`config.mk`:
```
export PLATFORM = sky130hd
export DESIGN_NAME = cart_rom_bridge
export DESIGN_NICKNAME = d
export VERILOG_FILES = /design/src/rtl/cart_bridge_pkg.sv /design/src/rtl/cart_bus_sync.sv /design/src/rtl/cart_bridge_ctrl.sv /design/src/rtl/cart_bridge_dp.sv /design/src/rtl/cart_rom_bridge.sv
export SDC_FILE = /design/constraint.sdc
export NUM_CORES = 1
export LEC_CHECK = 0
export ABC_CLOCK_PERIOD_IN_PS = 2200
export CORE_UTILIZATION = 48
export CTS_CLUSTER_DIAMETER = 50
export CTS_CLUSTER_SIZE = 12
export DETAILED_ROUTE_END_ITERATION = 16
export PLACE_DENSITY_LB_ADDON = 0.1
export SLEW_MARGIN = 20
export SYNTH_ARGS = -nofsm -noshare
export SYNTH_HDL_FRONTEND = slang
export SYNTH_SLANG_ARGS = --single-unit
```
`constraint.sdc`:
```
create_clock -name clk -period 2.2 [get_ports clk]
set_clock_uncertainty 0.15 [all_clocks]
set_input_delay 0.44 -clock clk [delete_from_list [all_inputs] [get_ports clk]]
set_output_delay 0.44 -clock clk [all_outputs]
set_load 0.02 [all_outputs]
```
`src/rtl/cart_bridge_pkg.sv`:
```
package cart_bridge_pkg;

  typedef enum logic [1:0] {
    ST_IDLE       = 2'd0,
    ST_WAIT_READY = 2'd1,
    ST_ISSUE      = 2'd2,
    ST_WAIT_DONE  = 2'd3
  } bridgeState_t;

  // strobes from control to datapath
  typedef struct packed {
    logic takeAddr;
    logic takeData;
    logic issueReq;
  } ctlStrobes_t;

endpackage

```
`src/rtl/cart_bus_sync.sv`:
```
module cart_bus_sync #(
  parameter int WIDTH = 1,
  parameter int STAGES = 2,
  parameter logic [WIDTH-1:0] RESET_VAL = '0
) (
  input  logic             clk,
  input  logic             rstN,
  input  logic [WIDTH-1:0] dIn,
  output logic [WIDTH-1:0] dOut
);

  logic [WIDTH-1:0] chain [STAGES];

  for (genvar g = 0; g < STAGES; g++) begin : g_stage
    if (g == 0) begin : g_first
      always_ff @(posedge clk) begin
        if (!rstN) chain[g] <= RESET_VAL;
        else       chain[g] <= dIn;
      end
    end else begin : g_next
      always_ff @(posedge clk) begin
        if (!rstN) chain[g] <= RESET_VAL;
        else       chain[g] <= chain[g-1];
      end
    end
  end

  assign dOut = chain[STAGES-1];

endmodule

```
`src/rtl/cart_bridge_ctrl.sv`:
```
module cart_bridge_ctrl
  import cart_bridge_pkg::*;
#(
  parameter bit RANGE_GATE = 1'b0
) (
  input  logic        clk,
  input  logic        rstN,
  input  logic        presentS,
  input  logic        readNS,
  input  logic        rangeNS,
  input  logic        memReady,
  input  logic        memValid,
  output ctlStrobes_t strobes,
  output logic        dataDisable
);

  bridgeState_t state, stateNext;
  logic rangeOk;
  logic startCond;
  logic reqSinceIdle;

  assign rangeOk   = RANGE_GATE ? ~rangeNS : 1'b1;
  assign startCond = presentS & ~readNS & rangeOk;

  always_comb begin
    stateNext = state;
    unique case (state)
      ST_IDLE:       if (startCond) stateNext = ST_WAIT_READY;
      ST_WAIT_READY: begin
        if (!presentS)     stateNext = ST_IDLE;
        else if (memReady) stateNext = ST_ISSUE;
      end
      ST_ISSUE:      stateNext = presentS ? ST_WAIT_DONE : ST_IDLE;
      ST_WAIT_DONE:  if (!presentS || readNS) stateNext = ST_IDLE;
      default:       stateNext = ST_IDLE;
    endcase
  end

  always_ff @(posedge clk) begin
    if (!rstN) state <= ST_IDLE;
    else       state <= stateNext;
  end

  always_comb begin
    strobes.takeAddr = (state == ST_IDLE) && startCond;
    strobes.issueReq = (state == ST_ISSUE);
    strobes.takeData = memValid && (state == ST_WAIT_DONE || state == ST_ISSUE);
  end

  assign dataDisable = ~startCond;

  always_ff @(posedge clk) begin
    if (!rstN)                 reqSinceIdle <= 1'b0;
    else if (state == ST_IDLE) reqSinceIdle <= 1'b0;
    else if (strobes.issueReq) reqSinceIdle <= 1'b1;
  end

  p_drop_idle_r3: assert property (@(posedge clk) disable iff (!rstN)
    (state != ST_IDLE && !presentS) |=> state == ST_IDLE);

  p_req_pulse_r4: assert property (@(posedge clk) disable iff (!rstN)
    strobes.issueReq |=> !strobes.issueReq);

  p_req_ready_r4: assert property (@(posedge clk) disable iff (!rstN)
    strobes.issueReq |-> $past(memReady));

  p_one_req_r5: assert property (@(posedge clk) disable iff (!rstN)
    strobes.issueReq |-> !reqSinceIdle);

endmodule

```
`src/rtl/cart_bridge_dp.sv`:
```
module cart_bridge_dp
  import cart_bridge_pkg::*;
#(
  parameter int ADDR_W = 22,
  parameter int MEM_ADDR_W = 24,
  parameter int DATA_W = 16,
  parameter logic [ADDR_W-1:0] ADDR_MASK = 22'h3FFFF
) (
  input  logic                  clk,
  input  logic                  rstN,
  input  ctlStrobes_t           strobes,
  input  logic [ADDR_W-1:0]     addrS,
  input  logic [DATA_W-1:0]     memData,
  output logic [MEM_ADDR_W-1:0] memAddr,
  output logic [DATA_W-1:0]     busData
);

  localparam int PAD_W = MEM_ADDR_W - ADDR_W;

  logic [ADDR_W-1:0] addrReg;

  always_ff @(posedge clk) begin
    if (!rstN)                 addrReg <= '0;
    else if (strobes.takeAddr) addrReg <= addrS & ADDR_MASK;
  end

  always_ff @(posedge clk) begin
    if (!rstN)                 busData <= '0;
    else if (strobes.takeData) busData <= memData;
  end

  assign memAddr = {{PAD_W{1'b0}}, addrReg};

  p_addr_mask_r6: assert property (@(posedge clk) disable iff (!rstN)
    strobes.issueReq |-> (memAddr[ADDR_W-1:0] & ~ADDR_MASK) == '0
                         && memAddr[MEM_ADDR_W-1:ADDR_W] == '0);

endmodule

```
`src/rtl/cart_rom_bridge.sv`:
```
module cart_rom_bridge
  import cart_bridge_pkg::*;
#(
  parameter int ADDR_W = 22,
  parameter int MEM_ADDR_W = 24,
  parameter int DATA_W = 16,
  parameter int SYNC_STAGES = 2,
  parameter logic [ADDR_W-1:0] ADDR_MASK = 22'h3FFFF,
  parameter bit RANGE_GATE = 1'b0
) (
  input  logic                  clk,
  input  logic                  rstN,
  input  logic [ADDR_W-1:0]     cartAddr,
  input  logic                  cartReadN,
  input  logic                  cartRangeN,
  input  logic                  cartPresent,
  output logic [DATA_W-1:0]     cartData,
  output logic                  cartDataDisable,
  output logic                  memReq,
  output logic [MEM_ADDR_W-1:0] memAddr,
  input  logic                  memReady,
  input  logic                  memValid,
  input  logic [DATA_W-1:0]     memData
);

  localparam int CTL_W = 3;

  logic [ADDR_W-1:0] addrS;
  logic [CTL_W-1:0]  ctlS;
  ctlStrobes_t       strobes;

  cart_bus_sync #(.WIDTH(ADDR_W), .STAGES(SYNC_STAGES), .RESET_VAL('0)) u_addrSync (
    .clk(clk), .rstN(rstN), .dIn(cartAddr), .dOut(addrS));

  // {present, readN, rangeN}; idle levels at reset
  cart_bus_sync #(.WIDTH(CTL_W), .STAGES(SYNC_STAGES), .RESET_VAL(3'b011)) u_ctlSync (
    .clk(clk), .rstN(rstN), .dIn({cartPresent, cartReadN, cartRangeN}), .dOut(ctlS));

  cart_bridge_ctrl #(.RANGE_GATE(RANGE_GATE)) u_ctrl (
    .clk(clk), .rstN(rstN),
    .presentS(ctlS[2]), .readNS(ctlS[1]), .rangeNS(ctlS[0]),
    .memReady(memReady), .memValid(memValid),
    .strobes(strobes), .dataDisable(cartDataDisable));

  cart_bridge_dp #(.ADDR_W(ADDR_W), .MEM_ADDR_W(MEM_ADDR_W), .DATA_W(DATA_W),
                   .ADDR_MASK(ADDR_MASK)) u_dp (
    .clk(clk), .rstN(rstN), .strobes(strobes), .addrS(addrS),
    .memData(memData), .memAddr(memAddr), .busData(cartData));

  assign memReq = strobes.issueReq;

  p_data_hold_r7: assert property (@(posedge clk) disable iff (!rstN)
    (!cartDataDisable && $past(!cartDataDisable) && !$past(memValid)) |-> $stable(cartData));

endmodule

```
# --- Yosys cells after proc, flatten, opt, wreduce, memory -nomap -nowiden ---
# Memory sizes are Yosys's and may differ from the RTL's. A register that Yosys moved wholly into a read port is not among the register bits.
# Index checks and enable logic that the tools add are counted.
totals:
  mem_count: 2
  reg_bits: 18
  mem_bits_rw: 50
  in_bits: 45
  out_inout_bits: 42
  word_cells: 37
mem_list:
  columns: ["name", "depth", "width", "read_ports", "rd_ports_with_merged_regs", "wr", "line", "rtl"]
  rows:
  - ["u_addrSync.chain", 2, 22, 2, 1, 2, "cart_bus_sync.sv:12", "logic [WIDTH-1:0] chain [STAGES];"]
  - ["u_ctlSync.chain", 2, 3, 2, 0, 2, "cart_bus_sync.sv:12", null]
classes:
  mux: 12
  n_bitwise: 7
  reduce_logical: 8
  eq_ne: 6
ops:
  columns: ["cell", "n"]
  rows:
  - ["$mux 22", 2]
  - ["$mux 2", 5]
  - ["$pmux 2 s4", 1]
  - ["$mux 3", 2]
  - ["$eq 2x2->1 const B", 2]
  - ["$ne 2x1->1 const B", 2]
  - ["$or 1x1->1", 4]
  - ["$ne 3x3->1 const B", 1]
  - ["$reduce_and 3->1", 1]
  - ["$eq 2x1->1 const B", 1]
  - ["$logic_and 1x1->1", 2]
  - ["$logic_not 1->1", 2]
  - ["$logic_not 2->1", 1]
  - ["$logic_or 1x1->1", 2]
  - ["$mux 1", 2]
  - ["$not 1->1", 2]
  - ["$and 1x1->1", 1]

# --- Depth between registers and ports, before layout ---
# Gate-level depths: netlist of run 1.
# An unclocked memory read counts as a cell.
logic_depth:
  word_depth: 5
  ltp_mapped: 4
  depth_no_buf: 2

# --- Hierarchy ---
# A second synthesis of run 1 with hierarchy kept.
hier_totals:
  hier_cells: 233
  area_unflattened_um2: 2864.0
modules_own_cells:
  columns: ["module", "seq_area_each_um2", "cells_each", "n_inst", "area_each_um2"]
  rows:
  - ["cart_bridge_dp", 680.7, 116, 1, 1351.3]
  - ["cart_bus_sync at u_addrSync", 880.8, 92, 1, 1231.2]
  - ["cart_bus_sync at u_ctlSync", 120.1, 12, 1, 157.7]
  - ["cart_bridge_ctrl", 40.0, 13, 1, 123.9]

# --- Worst setup path before layout of run 1 ---
# Ideal clock, no wire load.
synth_path:
  path_type: "register to output"
  from: "register u_ctrl.state[1]"
  to: "output port memReq"
  arrival_ps: 1028
  stages_incl_launch_ff: 4
  n_path_buf: 1
  slack_ps: 582
  required_ps: 1610
  cell_sequence: "dfxtp_1 -> clkbuf_1 -> inv_1 -> nor2_1"
synth_via:
  elab_chain_len: 1
synth_rtl:
  columns: ["item", "line", "rtl"]
  rows:
  - ["start, declared", "cart_bridge_ctrl.sv:17", "bridgeState_t state, stateNext;"]
  - ["start signal, assigned", "cart_bridge_ctrl.sv:41", "else state <= stateNext;"]
  - ["$eq 2x2->1", "cart_bridge_ctrl.sv:46", "strobes.issueReq = (state == ST_ISSUE);"]
  - ["end, declared", "cart_rom_bridge.sv:19", "output logic memReq,"]
# No other way between the ends.

==> impl_results.md, run 1 <==
- Rows: 26
- Root Driver: clkbuf_8
- CP max FO: 4
- Final setup viols: 0
- Final Max Slew Viols: 0
- CTS tree: yes
- Endpoints failing hold: 0
- Most common cell after layout, fill and taps aside: dfxtp_1
- CP cell instances: nand2b_1 -> clkdlybuf4s50_1
- Port bufs: 75
- Min-Delay Path Class: register to register
- Maximum clock frequency: 487 MHz
- First-pass GRT wire length: 7620 um
- PD cells: 731 nW/um2
- Grt ovf: 0
- Outcome: completed
- Total Neg Setup Slack: 0 ps
- Synthesized area: 2640 um2
- Worst skew pair latency: 330 ps
- Leak Pwr: 1.40 nW
- Layout fillers: 410
- Setup crit end kind: output port
- Tcrit/Tclk final: 93.2%
- DRC: 0
- Initial antenna violation count: 0
- Vias in the first global route: 1716
- # IOs: 87
- Count of hold-fix buffers inserted at cts: 0
- Num CTS Buffers: 9
- Core area: 5200 um2
- Crit path arrival time: 1460 ps
- Flop and latch count out of synthesis: 76
- Synthesis-to-finish area growth: 36.9%
- Initial Util: 50.7%
- Fin crit period: 2050 ps
- Synth cell types: 21
- Clk buf depth: 2
- PostCTS Resize Cnt: 0
- Setup Fix Bufs, Post-CTS: 0
- H-tree level count: 3
- WL final: 4490 um
- Nets@finish: 369
- CP peak stage delay: 590 ps
- Synth warn: 0
- Routability congestion estimate from global placement: 0.718
- RSZ-0062 raised after global routing: false
- Vias/cell: 4.61
- Seq. cell area: 1520 um2
- Crit path launch type: register
- Die span in x: 76.1 um
- Multi-input gate area: 1000 um2
- Finished Layout Cells: 398
- Die area: 5800 um2
- DIE HEIGHT: 76.1 um
- Kind of critical path: register to output port
- Placed Cells: 383
- Critical path's slowest cell: clkdlybuf4s50_1
- Critical Path RT: 1610 ps
- Initial DRT Pass Iterations: 4
- Clock sink total: 76
- DRT iter0 DRCs: 68
- Pin count of the biggest net entering global routing: 78
- Max Cap Viol: 0
- Antenna viol nets, final: 0
- Max VDD drop: 488 uV
- GRT Overall Usage: 16.9%
- Post-synthesis sequential area ratio: 57.7%
- Avg Synthesized Cell Area: 10.4 um2
- Via Count: 1836
- Cell count after synthesis: 253
- Diode count: 0
- Layout cells sized above 1: 6.71%
- R2r setup slk: 570 ps
- Clk slew on worst S/H paths: 70 ps
- Post-DP HPWL: 2910 um
- Commonest non-fill, non-tap cells in the layout: 76 x dfxtp_1, 74 x clkdlybuf4s50_1, 38 x and2_1
- Routed WL per cell: 11.3 um
[cells by family after synthesis]
kind of cell / share of synthesized area (%)
AOI/OAI and AO/OA: 9.58
other: 0.142
DFF: 57.7
and+or+nand+nor: 19.9
muxes: 7.25
buffers and inverters: 5.45
[cells in the mapped netlist (all sizes together)]
cell	n	area (um2)
clkbuf	13	48.8
nand2	37	139
and2	38	238
mux2	1	11.3
conb	1	3.75
inv	1	3.75
a21oi	1	5.00
dfxtp	76	1520
buf	11	91.3
nor3	1	5.00
o21a	16	120
a21boi	16	120
a211oi	1	7.51
nor4b	1	15.0
and3	17	106
nor2	1	3.75
mux2i	18	180
nand2b	3	18.8
[worst max-delay path, delay by kind of cell, from the launching register on]
family,cells,cell delay (ps)
and+or+nand+nor,1,130
DFF,1,410
buffers and inverters,1,590
[power by group]
part           total (mW)  leakage, nW  internal (mW)  switching (mW)
sequential           1.42        0.621           1.41         0.00896
clock                1.08        0.101          0.611           0.468
combinational       0.143        0.674         0.0869          0.0566
[state kept, by name, indices dropped and copies added, names as in the netlist]
| name | cells |
|---|---|
| u_dp.addrReg | 18 |
| u_addrSync.chain | 36 |
| u_ctlSync.chain | 4 |
| u_ctrl.state | 2 |
| u_dp.busData | 16 |
[final cells by class]
type / count / share of cell area, %
clock buffers: 12 / 4.57
inverters: 1 / 0.104
clock inverters: 3 / 1.25
well taps: 70 / 2.42
repair buffers: 79 / 21.8
multi-input cells: 157 / 27.7
flip-flops and latches: 76 / 42.1
[metal layers]
layer / up-vias / share of wire, % / global-route usage (%)
li1: 949 / - / -
met1: 821 / 45 / 18.6
met2: 58 / 48 / 29.1
met3: 8 / 5.3 / 4.67
met4: 0 / 1.6 / 9.81
met5: - / 0 / 0
[through the flow]
step / hold WS, ps / util (%) / setup slack [ps] / total power, mW / cell area, um2
CTS: 276 / 69.4 / 132 / 2.67 / 3610
floorplan: 236 / - / 582 / 1.52 / 2660
global route: 299 / 69.4 / 68.5 / 2.76 / 3610
global placement: 243 / 65.4 / 489 / 1.59 / 3400
finish: 278 / 69.4 / 149 / 2.64 / 3610
detailed placement: 252 / 65.4 / 485 / 1.59 / 3400
[worst paths after layout]
kind / from / endpoint / cells past startpoint
worst max register to register: u_ctrl.state[1]$_SDFFE_PN0P_ / u_dp.addrReg[4]$_SDFFE_PN0P_ / 4
worst min-delay path: u_ctlSync.chain[0][1]$_SDFF_PN1_ / u_ctlSync.chain[1][1]$_SDFF_PN1_ / 1
worst min register to register: u_ctlSync.chain[0][1]$_SDFF_PN1_ / u_ctlSync.chain[1][1]$_SDFF_PN1_ / 1
worst max-delay path: u_ctlSync.chain[1][1]$_SDFF_PN1_ / cartDataDisable / 2
(Power assumes the default switching activity.)
==> run 2: changes to the inputs <==
--- a/config.mk
+++ b/config.mk
@@ -6,10 +6,12 @@
 export NUM_CORES = 1
 export LEC_CHECK = 0
 export ABC_CLOCK_PERIOD_IN_PS = 2200
-export CORE_UTILIZATION = 48
+export CORE_ASPECT_RATIO = 1.1
+export CORE_UTILIZATION = 40
 export CTS_CLUSTER_DIAMETER = 50
 export CTS_CLUSTER_SIZE = 12
 export DETAILED_ROUTE_END_ITERATION = 16
+export GPL_TIMING_DRIVEN = 0
 export PLACE_DENSITY_LB_ADDON = 0.1
 export SLEW_MARGIN = 20
 export SYNTH_ARGS = -nofsm -noshare
==> run 2 against run 1 <==
  * Maximum frequency shrank 1.4%
  * Via count grew 4.0%
  * Power is 6.9% higher
  * Sequential cell count did not move
  * Global-route usage shrank 0.73 points
  * Non-clock buffer count up 19
  * Hold slack lost 73 ps
  * Critical path depth rose by 2
  * Wire length rose by 14%
  * Cell count rose by 7.5%
  * Critical path type unchanged
  * Critical endpoint is now memReq
  * Largest power group unchanged
==> impl_results.md, run 2 (same netlist as run 1, synthesis figures left out) <==
- Clk slew on worst S/H paths: 70 ps
- Max FFs per register: 36
- Root Driver: clkbuf_8
- Clk buf depth: 2
- Routed WL per cell: 11.9 um
- CP peak stage delay: 420 ps
- DIE HEIGHT: 87.2 um
- Crit path depth: 4
- Antenna viol nets, final: 0
- Outcome: completed
- Routability congestion estimate from global placement: 0.682
- Layout fillers: 573
- RSZ-0062 raised after global routing: false
- Crit path launch type: register
- Critical Path RT: 1610 ps
- Max Cap Viol: 0
- Min-Delay Path Class: input port to register
- Port bufs: 74
- Via Count: 1909
- Vias/cell: 4.46
- Initial Util: 42.1%
- Worst setup endpoint: memReq
- Num CTS Buffers: 9
- Core area: 6270 um2
- Commonest non-fill, non-tap cells in the layout: 75 x dfxtp_1, 73 x clkdlybuf4s50_1, 38 x and2_1
- GRT Overall Usage: 16.1%
- Tcrit/Tclk final: 94.6%
- R2R cell count: 4
- Initial DRT Pass Iterations: 4
- Reg2reg start: u_ctrl.state[1]$_SDFFE_PN0P_
- Die area: 6930 um2
- Largest Register: u_addrSync.chain
- Die span in x: 79.4 um
- Crit path arrival time: 1490 ps
- Grt ovf: 0
- Critical path's slowest cell: dfxtp_2
- Worst setup startpoint: u_ctrl.state[1]$_SDFFE_PN0P_
- Endpoints failing hold: 0
- # IOs: 87
- DRT iter0 DRCs: 25
- H-tree level count: 3
- DRC: 0
- Fin crit period: 2080 ps
- Global-route track usage on met2: 27.3%
- PnR worst setup slack: 119 ps
- Rows: 30
- CTS tree: yes
- Final Max Slew Viols: 0
- Final setup viols: 0
- Vias in the first global route: 1840
- CP max FO: 10
- Diode count: 0
- Leak Pwr: 1.47 nW
- Synthesis-to-finish area growth: 41.7%
- Kind of critical path: register to output port
- Worst hold slack: 205 ps
- CP cell instances: clkbuf_2 -> inv_1 -> nor2_1 -> dlygate4sd2_1
- R2r setup slk: 750 ps
- Layout cells sized above 1: 8.62%
- Initial antenna violation count: 0
- Worst r2r dst: u_dp.addrReg[13]$_SDFFE_PN0P_
- GR Util met1: 18.2%
- Pin count of the biggest net entering global routing: 14
- Gr busiest metal: met2
- Crit path max-delay family: buffers and inverters
- Most common cell after layout, fill and taps aside: dfxtp_1
- PD cells: 755 nW/um2
- Worst skew pair latency: 330 ps
- Count of hold-fix buffers inserted at cts: 0
- CP Buf/Inv Count: 3
- Setup Fix Bufs, Post-CTS: 0
- Largest regs: u_addrSync.chain (36), u_dp.addrReg (18), u_dp.busData (16)
- First-pass GRT wire length: 8360 um
- Post-DP HPWL: 3610 um
- Placement Setup Slack: -61.6 ps
- Clock sink total: 76
- Setup crit end kind: output port
- Met3 Usage GRT: 5.34%
- Maximum clock frequency: 480 MHz
- WL final: 5110 um
- Nets@finish: 388
- Max VDD drop: 318 uV
-- run 2: changes by cell type in the layout (fill, tap and decap cells not counted), moves of 2 or more --
| cell | change |
|---|---|
| clkbuf_8 | -3 |
| clkinvlp_4 | -2 |
| clkinv_4 | +2 |
| buf_2 | +2 |
| clkbuf_1 | +13 |
| buf_4 | +3 |
| bufinv_16 | +2 |
-- run 2: power by group --
part	switching (mW)	internal [mW]	total, mW
clock	0.493	0.756	1.25
sequential	0.00793	1.41	1.42
combinational	0.0640	0.0945	0.158
-- run 2: worst register-to-register path, delay by kind of cell, from the launching register on --
| kind | cells | cell delay [ps] |
|---|---|---|
| multiplexers | 1 | 180 |
| flip-flops | 1 | 370 |
| buffers and inverters | 2 | 370 |
| AND/OR/NAND/NOR | 1 | 310 |
-- run 2: metrics by stage --
| stage | setup TNS [ps] | power [mW] | cells | area, um2 | util (%) |
|---|---|---|---|---|---|
| after detailed placement | -61.6 | 1.61 | 412 | 3500 | 55.8 |
| after global placement | -94.5 | 1.61 | 412 | 3500 | 55.8 |
| after floorplan | 0 | 1.52 | 258 | 2660 | - |
| final | 0 | 2.82 | 428 | 3740 | 59.7 |
| after CTS | 0 | 2.86 | 428 | 3740 | 59.7 |
| after global routing | 0 | 2.94 | 428 | 3740 | 59.7 |
-- run 2: final cells by class --
cell class / count / area [um2] / share of cell area [%]
flip-flops and latches: 76 / 1520 / 40.7
multi-input cells: 157 / 992 / 26.5
repair buffers: 74 / 739 / 19.8
plain buffers: 24 / 141 / 3.78
clock buffers: 10 / 128 / 3.41
clock inverters: 6 / 113 / 3.01
well taps: 80 / 100 / 2.68
inverters: 1 / 3.75 / 0.100
-- run 2: repair_timing --
item / 4_1_cts / 5_1_grt
endpoints found under the hold margin: 0 / 0
endpoints found under the setup margin: 1 / 0
gates resized for setup: 3 / 0
-- run 2: worst min path at each step --
stage / endpoint / start / slack (ps) / cells after the start
finish: u_ctlSync.chain[0][1]$_SDFF_PN1_ / rstN / 210 / 2
global route: u_ctlSync.chain[1][1]$_SDFF_PN1_ / rstN / 220 / 2
CTS: u_ctlSync.chain[0][1]$_SDFF_PN1_ / rstN / 190 / 2
detailed placement: u_ctlSync.chain[1][1]$_SDFF_PN1_ / u_ctlSync.chain[0][1]$_SDFF_PN1_ / 240 / 1
global placement: u_ctlSync.chain[1][1]$_SDFF_PN1_ / u_ctlSync.chain[0][1]$_SDFF_PN1_ / 240 / 1
floorplan: u_ctlSync.chain[1][1]$_SDFF_PN1_ / u_ctlSync.chain[0][1]$_SDFF_PN1_ / 240 / 1
-- run 2: per-layer routing --
layer	vias up	part of all wire [%]
li1	991	-
met1	858	45
met2	52	47
met3	8	6.6
met4	0	1.6
met5	-	0
